--- src/rtl/bmrs_pkg.sv ---
package bmrs_pkg;
  typedef enum logic [2:0] {
    SEQ_IDLE = 3'd0,
    SEQ_ARB  = 3'd1,
    SEQ_ADDR = 3'd2,
    SEQ_DATA = 3'd3,
    SEQ_REL  = 3'd4
  } seq_state_e;

  typedef enum logic [1:0] {
    TERM_NONE = 2'd0,
    TERM_ACK  = 2'd1,
    TERM_ERR  = 2'd2,
    TERM_RTY  = 2'd3
  } term_e;

  localparam int unsigned RSP_W = 2;
  localparam logic [RSP_W-1:0] RSP_OK  = 2'b00;
  localparam logic [RSP_W-1:0] RSP_ERR = 2'b01;
endpackage

--- src/rtl/bmrs_term_decode.sv ---
module bmrs_term_decode
  import bmrs_pkg::*;
(
  input  logic  active_i,
  input  logic  ack_i,
  input  logic  err_i,
  input  logic  rty_i,
  output term_e term_o
);
  // Error outranks retry, retry outranks acknowledge.
  always_comb begin
    term_o = TERM_NONE;
    if (active_i) begin
      if (err_i)      term_o = TERM_ERR;
      else if (rty_i) term_o = TERM_RTY;
      else if (ack_i) term_o = TERM_ACK;
    end
  end
endmodule

--- src/rtl/bmrs_xfer_hold.sv ---
module bmrs_xfer_hold #(
  parameter int unsigned AW = 32,
  parameter int unsigned TW = 4,
  parameter int unsigned DW = 32
) (
  input  logic          clk,
  input  logic          rst_n,
  input  logic          load_i,
  input  logic          write_i,
  input  logic [AW-1:0] addr_i,
  input  logic [TW-1:0] attr_i,
  input  logic [DW-1:0] wdata_i,
  output logic          write_o,
  output logic [AW-1:0] addr_o,
  output logic [TW-1:0] attr_o,
  output logic [DW-1:0] wdata_o
);
  logic          write_q;
  logic [AW-1:0] addr_q;
  logic [TW-1:0] attr_q;
  logic [DW-1:0] wdata_q;

  always_ff @(posedge clk or negedge rst_n) begin
    if (!rst_n) begin
      write_q <= 1'b0;
      addr_q  <= '0;
      attr_q  <= '0;
      wdata_q <= '0;
    end else if (load_i) begin
      write_q <= write_i;
      addr_q  <= addr_i;
      attr_q  <= attr_i;
      wdata_q <= wdata_i;
    end
  end

  assign write_o = write_q;
  assign addr_o  = addr_q;
  assign attr_o  = attr_q;
  assign wdata_o = wdata_q;
endmodule

--- src/rtl/bmrs_arb_if.sv ---
module bmrs_arb_if
  import bmrs_pkg::*;
(
  input  seq_state_e state_i,
  input  logic       arb_int_i,
  input  logic       bg_i,
  input  logic       bb_i,
  input  logic       br_i,
  output logic       br_o,
  output logic       bg_o,
  output logic       win_o
);
  logic waiting;
  logic owning;

  always_comb begin
    waiting = (state_i == SEQ_ARB);
    owning  = (state_i == SEQ_ADDR) || (state_i == SEQ_DATA);
    br_o    = 1'b0;
    bg_o    = 1'b0;
    win_o   = 1'b0;
    if (arb_int_i) begin
      if (state_i == SEQ_REL) bg_o = 1'b1;
      else if ((state_i == SEQ_IDLE) || waiting) bg_o = br_i;
      win_o = waiting && !br_i && !bb_i;
    end else begin
      br_o  = waiting || owning;
      win_o = waiting && bg_i && !bb_i;
    end
  end
endmodule

--- src/rtl/bmrs_seq_fsm.sv ---
module bmrs_seq_fsm
  import bmrs_pkg::*;
(
  input  logic       clk,
  input  logic       rst_n,
  input  logic       req_valid_i,
  input  logic       win_i,
  input  term_e      term_i,
  output seq_state_e state_o,
  output logic       load_o,
  output logic       busy_o,
  output logic       start_o,
  output logic       done_o,
  output logic       done_err_o
);
  seq_state_e state_q, state_d;

  always_comb begin
    state_d = state_q;
    unique case (state_q)
      SEQ_IDLE: if (req_valid_i) state_d = SEQ_ARB;
      SEQ_ARB:  if (win_i) state_d = SEQ_ADDR;
      SEQ_ADDR, SEQ_DATA: begin
        unique case (term_i)
          TERM_ACK, TERM_ERR: state_d = SEQ_IDLE;
          TERM_RTY:           state_d = SEQ_REL;
          default:            state_d = SEQ_DATA;
        endcase
      end
      SEQ_REL:  state_d = SEQ_ARB;
      default:  state_d = SEQ_IDLE;
    endcase
  end

  always_ff @(posedge clk or negedge rst_n) begin
    if (!rst_n) state_q <= SEQ_IDLE;
    else        state_q <= state_d;
  end

  always_comb begin
    state_o    = state_q;
    load_o     = (state_q == SEQ_IDLE) && req_valid_i;
    busy_o     = (state_q == SEQ_ADDR) || (state_q == SEQ_DATA);
    start_o    = (state_q == SEQ_ADDR);
    done_o     = busy_o && ((term_i == TERM_ACK) || (term_i == TERM_ERR));
    done_err_o = busy_o && (term_i == TERM_ERR);
  end
endmodule

--- src/rtl/bus_retry_master.sv ---
module bus_retry_master
  import bmrs_pkg::*;
#(
  parameter int unsigned AW = 32,
  parameter int unsigned TW = 4,
  parameter int unsigned DW = 32
) (
  input  logic          clk,
  input  logic          rst_n,
  input  logic          arb_int_i,
  input  logic          req_valid_i,
  output logic          req_ready_o,
  input  logic          req_write_i,
  input  logic [AW-1:0] req_addr_i,
  input  logic [TW-1:0] req_attr_i,
  input  logic [DW-1:0] req_wdata_i,
  output logic          rsp_valid_o,
  output logic [1:0]    rsp_status_o,
  output logic [DW-1:0] rsp_rdata_o,
  output logic          bus_br_o,
  input  logic          bus_bg_i,
  input  logic          bus_br_i,
  output logic          bus_bg_o,
  input  logic          bus_bb_i,
  output logic          bus_bb_o,
  output logic          bus_start_o,
  output logic [AW-1:0] bus_addr_o,
  output logic [TW-1:0] bus_attr_o,
  output logic          bus_write_o,
  output logic [DW-1:0] bus_wdata_o,
  input  logic [DW-1:0] bus_rdata_i,
  input  logic          bus_ack_i,
  input  logic          bus_err_i,
  input  logic          bus_rty_i
);
  seq_state_e state;
  term_e      term;
  logic       load, busy, start, done, done_err, win;

  logic             rsp_valid_q;
  logic [RSP_W-1:0] rsp_status_q;
  logic [DW-1:0]    rsp_rdata_q;

  bmrs_term_decode u_term (
    .active_i (busy),
    .ack_i    (bus_ack_i),
    .err_i    (bus_err_i),
    .rty_i    (bus_rty_i),
    .term_o   (term)
  );

  bmrs_arb_if u_arb (
    .state_i   (state),
    .arb_int_i (arb_int_i),
    .bg_i      (bus_bg_i),
    .bb_i      (bus_bb_i),
    .br_i      (bus_br_i),
    .br_o      (bus_br_o),
    .bg_o      (bus_bg_o),
    .win_o     (win)
  );

  bmrs_seq_fsm u_fsm (
    .clk         (clk),
    .rst_n       (rst_n),
    .req_valid_i (req_valid_i),
    .win_i       (win),
    .term_i      (term),
    .state_o     (state),
    .load_o      (load),
    .busy_o      (busy),
    .start_o     (start),
    .done_o      (done),
    .done_err_o  (done_err)
  );

  bmrs_xfer_hold #(.AW(AW), .TW(TW), .DW(DW)) u_hold (
    .clk     (clk),
    .rst_n   (rst_n),
    .load_i  (load),
    .write_i (req_write_i),
    .addr_i  (req_addr_i),
    .attr_i  (req_attr_i),
    .wdata_i (req_wdata_i),
    .write_o (bus_write_o),
    .addr_o  (bus_addr_o),
    .attr_o  (bus_attr_o),
    .wdata_o (bus_wdata_o)
  );

  // Completion register: one pulse per finished transfer.
  always_ff @(posedge clk or negedge rst_n) begin
    if (!rst_n) begin
      rsp_valid_q  <= 1'b0;
      rsp_status_q <= RSP_OK;
      rsp_rdata_q  <= '0;
    end else begin
      rsp_valid_q <= done;
      if (done) begin
        rsp_status_q <= done_err ? RSP_ERR : RSP_OK;
        rsp_rdata_q  <= bus_rdata_i;
      end
    end
  end

  assign req_ready_o  = (state == SEQ_IDLE);
  assign bus_bb_o     = busy;
  assign bus_start_o  = start;
  assign rsp_valid_o  = rsp_valid_q;
  assign rsp_status_o = rsp_status_q;
  assign rsp_rdata_o  = rsp_rdata_q;
endmodule

--- config.mk ---
export PLATFORM = sky130hd
export DESIGN_NAME = bus_retry_master
export DESIGN_NICKNAME = d
export VERILOG_FILES = /design/src/rtl/bmrs_pkg.sv /design/src/rtl/bmrs_term_decode.sv /design/src/rtl/bmrs_xfer_hold.sv /design/src/rtl/bmrs_arb_if.sv /design/src/rtl/bmrs_seq_fsm.sv /design/src/rtl/bus_retry_master.sv
export SDC_FILE = /design/constraint.sdc
export NUM_CORES = 1
export LEC_CHECK = 0
export CAP_MARGIN = 20
export CELL_PAD_IN_SITES_DETAIL_PLACEMENT = 1
export CELL_PAD_IN_SITES_GLOBAL_PLACEMENT = 2
export CORE_MARGIN = 5
export CORE_UTILIZATION = 25
export DETAILED_ROUTE_END_ITERATION = 7
export PLACE_DENSITY = 0.82
export REMOVE_ABC_BUFFERS = 1
export SETUP_SLACK_MARGIN = 0.2
export SLEW_MARGIN = 20
export SYNTH_ARGS = -nofsm -noshare
export SYNTH_HDL_FRONTEND = slang
export SYNTH_SLANG_ARGS = --single-unit
--- constraint.sdc ---
create_clock -name clk -period 2.5 [get_ports clk]
set_input_delay 0.5 -clock clk [delete_from_list [all_inputs] [get_ports clk]]
set_output_delay 0.5 -clock clk [all_outputs]
set_load 0.05 [all_outputs]
---- Yosys cells after proc, flatten, opt, wreduce, memory -nomap -nowiden ----
Cells that the tools add are included.
word-level totals
  input bits .............................. 111
  output and inout bits ................... 109
  logic and storage cells ................. 48
  bits in registers ....................... 107
operators by class
  equality and inequality tests ........... 9
  reductions and logical operators ........ 17
  multiplexer cells ....................... 14
operators by type and width
  cell                                                              number
  3-bit one-hot mux with 4 select lines                             1
  1-bit logical AND                                                 7
  1-bit two-way mux                                                 7
  3-bit by 2-bit == test with 1-bit output (second input constant)  2
  2-bit two-way mux                                                 3
  3-bit two-way mux                                                 2
  3-bit one-hot mux with 2 select lines                             1
  2-bit == test (second input constant)                             2
  1-bit logical OR                                                  4
  2-bit OR reduction                                                2
  3-bit by 1-bit == test with 1-bit output (second input constant)  1
  3-bit == test (second input constant)                             1
  3-bit zero test                                                   1
  2-bit by 1-bit == test with 1-bit output (second input constant)  1
  1-bit zero test                                                   2
  2-bit by 1-bit != test with 1-bit output (second input constant)  1
  2-bit != test (second input constant)                             1
  2-bit AND reduction                                               1

---- Logic depth before layout (Yosys ltp) ----
  depth after elaboration ................. 8
  mapped depth ............................ 7
  gate-level depth less buffers ........... 6

---- Hierarchy ----
From an unflattened synthesis, not the netlist that was laid out.
second synthesis, totals
  cell total of the unflattened synthesis .. 255
  area, all modules ....................... 4329.2 sq um
modules (own cells, without submodules)
  module            instances  cells an instance  area an instance (sq um)
  bmrs_xfer_hold    1          146                2603.7
  bus_retry_master  1          74                 1422.6
  bmrs_seq_fsm      1          22                 215.2
  bmrs_arb_if       1          10                 63.8
  bmrs_term_decode  1          3                  23.8

---- Worst setup path before layout ----
OpenSTA, ideal clock, no wires.
  kind .................................... flip-flop to flip-flop
  from .................................... register u_fsm.state_q[2], in the netlist u_fsm.state_o[2]
  to ...................................... register rsp_rdata_q[10], in the netlist rsp_rdata_o[10]
  slack ................................... 203 ps
  clock period less this slack ............ 2297 ps
  arrival time ............................ 2172 ps
  path buffers ............................ 1
  required time ........................... 2375 ps
  cell stages (with the launch flop) ...... 8
  cell sequence ........................... dfrtp_1 > nand2b_1 > inv_1 > o21ai_0 > ha_1 > nand2_2 > buf_2 > mux2_2
on the way
  longest elaborated chain between the ends .. 6
  elaborated cells between the ends (all ways) .. 8
ends and longest elaborated chain
  what                                                                       line                     source
  start, declared                                                            bmrs_seq_fsm.sv:16       seq_state_e state_q, state_d;
  start signal, assigned                                                     bmrs_seq_fsm.sv:37       else state_q <= state_d;
  3-bit by 2-bit == test with 1-bit output                                   bmrs_seq_fsm.sv:43       busy_o = (state_q == SEQ_ADDR) || (state_q == SEQ_DATA);
  1-bit logical OR *                                                         bmrs_seq_fsm.sv:43
  via bus_bb_o                                                               bus_retry_master.sv:25   output logic bus_bb_o,
  2-bit two-way mux                                                          bmrs_term_decode.sv:13   if (active_i) begin
  2-bit by 1-bit == test with 1-bit output or 2-bit == test (tied branches)  bmrs_seq_fsm.sv:45       done_o = busy_o && ((term_i == TERM_ACK) || (term_i == TERM_ERR));
  1-bit logical OR                                                           bmrs_seq_fsm.sv:45
  1-bit logical AND *                                                        bmrs_seq_fsm.sv:45
  end signal, assigned                                                       bus_retry_master.sv:101  rsp_rdata_q <= bus_rdata_i;
  end, declared                                                              bus_retry_master.sv:42   logic [DW-1:0] rsp_rdata_q;
The timed path passes the listed nets; every way through them passes the cells marked *.
A chain may end at the register's enable or synchronous reset.

---- Worst setup path after layout ----
  from .................................... input port bus_br_i
  to ...................................... output port bus_bg_o
on the way
  longest elaborated chain between the ends .. 3
ends and longest elaborated chain
  what               line                    source
  start, declared    bus_retry_master.sv:22  input logic bus_br_i,
  1-bit two-way mux  bmrs_arb_if.sv:24       else if ((state_i == SEQ_IDLE) || waiting) bg_o = br_i;
  1-bit two-way mux  bmrs_arb_if.sv:23       if (state_i == SEQ_REL) bg_o = 1'b1;
  1-bit two-way mux  bmrs_arb_if.sv:22       if (arb_int_i) begin
  end, declared      bus_retry_master.sv:23  output logic bus_bg_o,
Every way passes these cells.

==> metrics.md <==
| Metric | Value |
|---|---|
| Synth Flop Type | dfrtp_1 |
| GRT Overall Usage | 13.3% |
| Ys async rst share | 100% |
| H-tree lvl count | 3 |
| Launch point of the worst reg-to-reg path | u_fsm.state_o[2]$_DFFE_PN0P_ |
| Main combinational cell family by area after synthesis | multiplexers |
| Max Used Layer | met4 |
| Die span in y | 138 um |
| Post-synthesis compound-gate area fraction | 0.946% |
| Core Area | 16,000 sq um |
| Met3 Routed Length | 762 um |
| Fin nets | 588 |
| Max-cap viol count | 0 |
| Worst Path Max Fanout | 3 |
| Crit path buffers/inverters | 2 |
| Final min period | 2200 ps |
| P&R area growth vs syn | 68.6% |
| Clock Skews | 8.30 ps |
| XOR/XNOR Fraction of Synth Area | 0% |
| Yosys cell types | 24 |
| Gate Count Post-Synth | 250 |
| CTS Root Cell | clkbuf_16 |
| Final Max Slew Viols | 0 |
| Setup violators final | 0 |
| Lkg Pwr | 2.88 nW |
| Slack of the worst reg-to-reg path | 380 ps |
| Crit-path leading delay family | buffers and inverters |
| Crit path depth | 4 |
| Synthesized area | 4100 sq um |
| GRT Residual Overflow | 0 |
| Placed Area | 6610 sq um |
| EDFF count, synth | 0 |
| Met2 wire length | 6920 um |
| First-pass DRT Iterations | 4 |
| Inst Count DP | 679 |
| Top cells by count, synth | dfrtp_1, mux2_2, mux2_4 |
| Setup crit end | bus_bg_o |
| Fmax | 455 MHz |
| CTS Buffer Depth | 2 |
| Drt total wl | 12,600 um |
| Top post-synthesis cells by area | dfrtp_1, mux2_2, mux2_4 |
| HPWL after DPL | 9930 um |
| DIE AREA | 19,100 sq um |
| Layout cells sized above 1 | 26.9% |
| Number of DRC markers in iteration 0 | 70 |
| Wire per inst | 18.1 um |
| Die width | 138 um |
| Worst-skew pair later-pin latency | 340 ps |
| PD cells | 1630 nW/um^2 |
| FP Rows | 46 |
| Post-synth top area share | 64.7% |
| Slowest-stage cell, CP | clkdlybuf4s50_1 |
| CP Capture Type | output pin |
| Routed Antenna Nets | 0 |
| Max stage delay on crit path | 510 ps |
| Design area | 6920 sq um |
| Worst-path clk slew | 70 ps |
| Worst path arrival time | 1700 ps |
| Number of global-route vias before repair | 3,335 |
| Slew headroom | 60.9% |
| Syn Area/Cell | 16.4 sq um |
| CP Class | primary input to output pin |
| RSZ-0062 raised after global routing | false |
| R2R depth | 6 |
| DR vias | 2,904 |
| Type of the worst min-delay path | primary input to async pin |
| Initial antenna violation count | 0 |
| RR Endpoint | rsp_rdata_o[7]$_DFFE_PN0P_ |
| TritonCTS clock tree | built |
| Worst Setup SP | bus_br_i |
| CTS Hold Bufs | 0 |
| PortBufs | 218 |
| Largest net degree at the start of global routing | 48 |
| First-pass GRT wire length | 20,000 um |
| Cell taking the most area after synthesis | dfrtp_1 |
| Yosys warns | 0 |
| Total CTS buffers | 9 |
| Most frequent cell after synthesis | dfrtp_1 |
| Least-Margin Pin Slew | 586 ps |
| Fin. Hold Viols | 0 |
| Simple-Gate Fraction of Synth Area | 1.92% |
| Post-synthesis sequential area ratio | 64.7% |
| Vias per cell | 4.18 |
| Drc violations | 0 |
| Critical path cell sequence | clkdlybuf4s50_1, mux2i_1, nor3b_1, buf_12 |
| Worst VDD drop | 0.706 mV |
| Status | finished, final reports clean |
| Routability Congestion | 0.728 |
| Worst EP required | 2000 ps |
| Sinks on Clock Net | 106 |
| Crit share post-route | 87.9% |
| Synth Area in Adders | 0.915% |
| CP Launch Type | primary input |
| Fin cells | 695 |
| Mux contribution to synthesized area | 29.2% |
| # IOs | 220 |
| Starting density of the core | 25.6% |
| Metal-1 WL | 4520 um |
| Yosys reg bits | 106 |
| Number of diodes | 0 |
## logic make-up (layout without fill, tap and decap cells)
family          after synthesis  in the layout
compound gates                6              6
other cells                   1              1
flops                       106            106
fa+ha+maj                     3              3
buf+inv                      17            246
simple gates                 14             14
mux                         103            103
## layout by cell type, fill, tap and decap left out, drive strengths merged, types with 2 or more instances in the layout
cell and instances:
and2 2, buf 10, clkbuf 12, clkdlybuf4s50 212
clkinvlp 2, dfrtp 106, dlygate4sd2 3, ha 3
inv 5, mux2 102, nand2 2, nor2 4
nor3 2, o21ai 3, or3 2
## registers in the layout, indices dropped and copies added, names as in the netlist
register	cells
u_hold.write_o	1
u_hold.wdata_o	32
u_hold.attr_o	4
u_fsm.state_o	3
rsp_valid_o	1
rsp_status_o	1
u_hold.addr_o	32
rsp_rdata_o	32
## where the power goes
| part | internal [mW] | switching, mW | total (mW) |
|---|---|---|---|
| sequential | 2.59 | 0.452 | 3.04 |
| combinational | 2.57 | 4.22 | 6.79 |
| clock | 0.831 | 0.621 | 1.45 |
## per-layer routing
metal / up-vias / GRT usage [%]
li1: 1311 / -
met1: 1461 / 13.8
met2: 109 / 24.3
met3: 23 / 4.31
met4: 0 / 6.03
met5: - / 0
## what timing repair did
item / in CTS / in global routing
endpoints found under the setup margin: 3 / 0
setup buffers: 0 / 0
resized for setup: 3 / 0
## how the worst min path moves through the flow
stage | from | end | slack [ps] | depth (start not counted)
3_5_place_dp | rsp_rdata_o[8]$_DFFE_PN0P_ | rsp_rdata_o[8]$_DFFE_PN0P_ | 480 | 1
4_1_cts | rst_n | u_hold.addr_o[6]$_DFFE_PN0P_ | 170 | 1
3_3_place_gp | rsp_rdata_o[8]$_DFFE_PN0P_ | rsp_rdata_o[8]$_DFFE_PN0P_ | 480 | 1
6_report | rst_n | u_hold.attr_o[0]$_DFFE_PN0P_ | 160 | 1
5_1_grt | rst_n | u_hold.attr_o[1]$_DFFE_PN0P_ | 190 | 1
2_1_floorplan | rst_n | rsp_rdata_o[0]$_DFFE_PN0P_ | 200 | 0
## metrics by stage
stage | power [mW] | util [%] | hold slack (ps) | TNS (ps) | worst slack (ps)
global route | 11.8 | 43.2 | 188 | 0 | 225
floorplan | 7.41 | - | 204 | -70710 | -1040
CTS | 11.5 | 43.2 | 166 | 0 | 273
global placement | 9.82 | 41.3 | 476 | 0 | 56.5
finish | 11.3 | 43.2 | 160 | 0 | 303
detailed placement | 9.98 | 41.3 | 485 | 0 | 34.6
## final cells by class
type                       count  area [sq um]
clock buffer                  12           256
clock inverter                 4          50.0
fill                        1708          9080
inverter                       5          18.8
multi-input combinational    127          1360
sequential                   106          2650
tap                          216           270
timing repair buffer         225          2310
No activity file was read; power rests on OpenSTA's default activity.
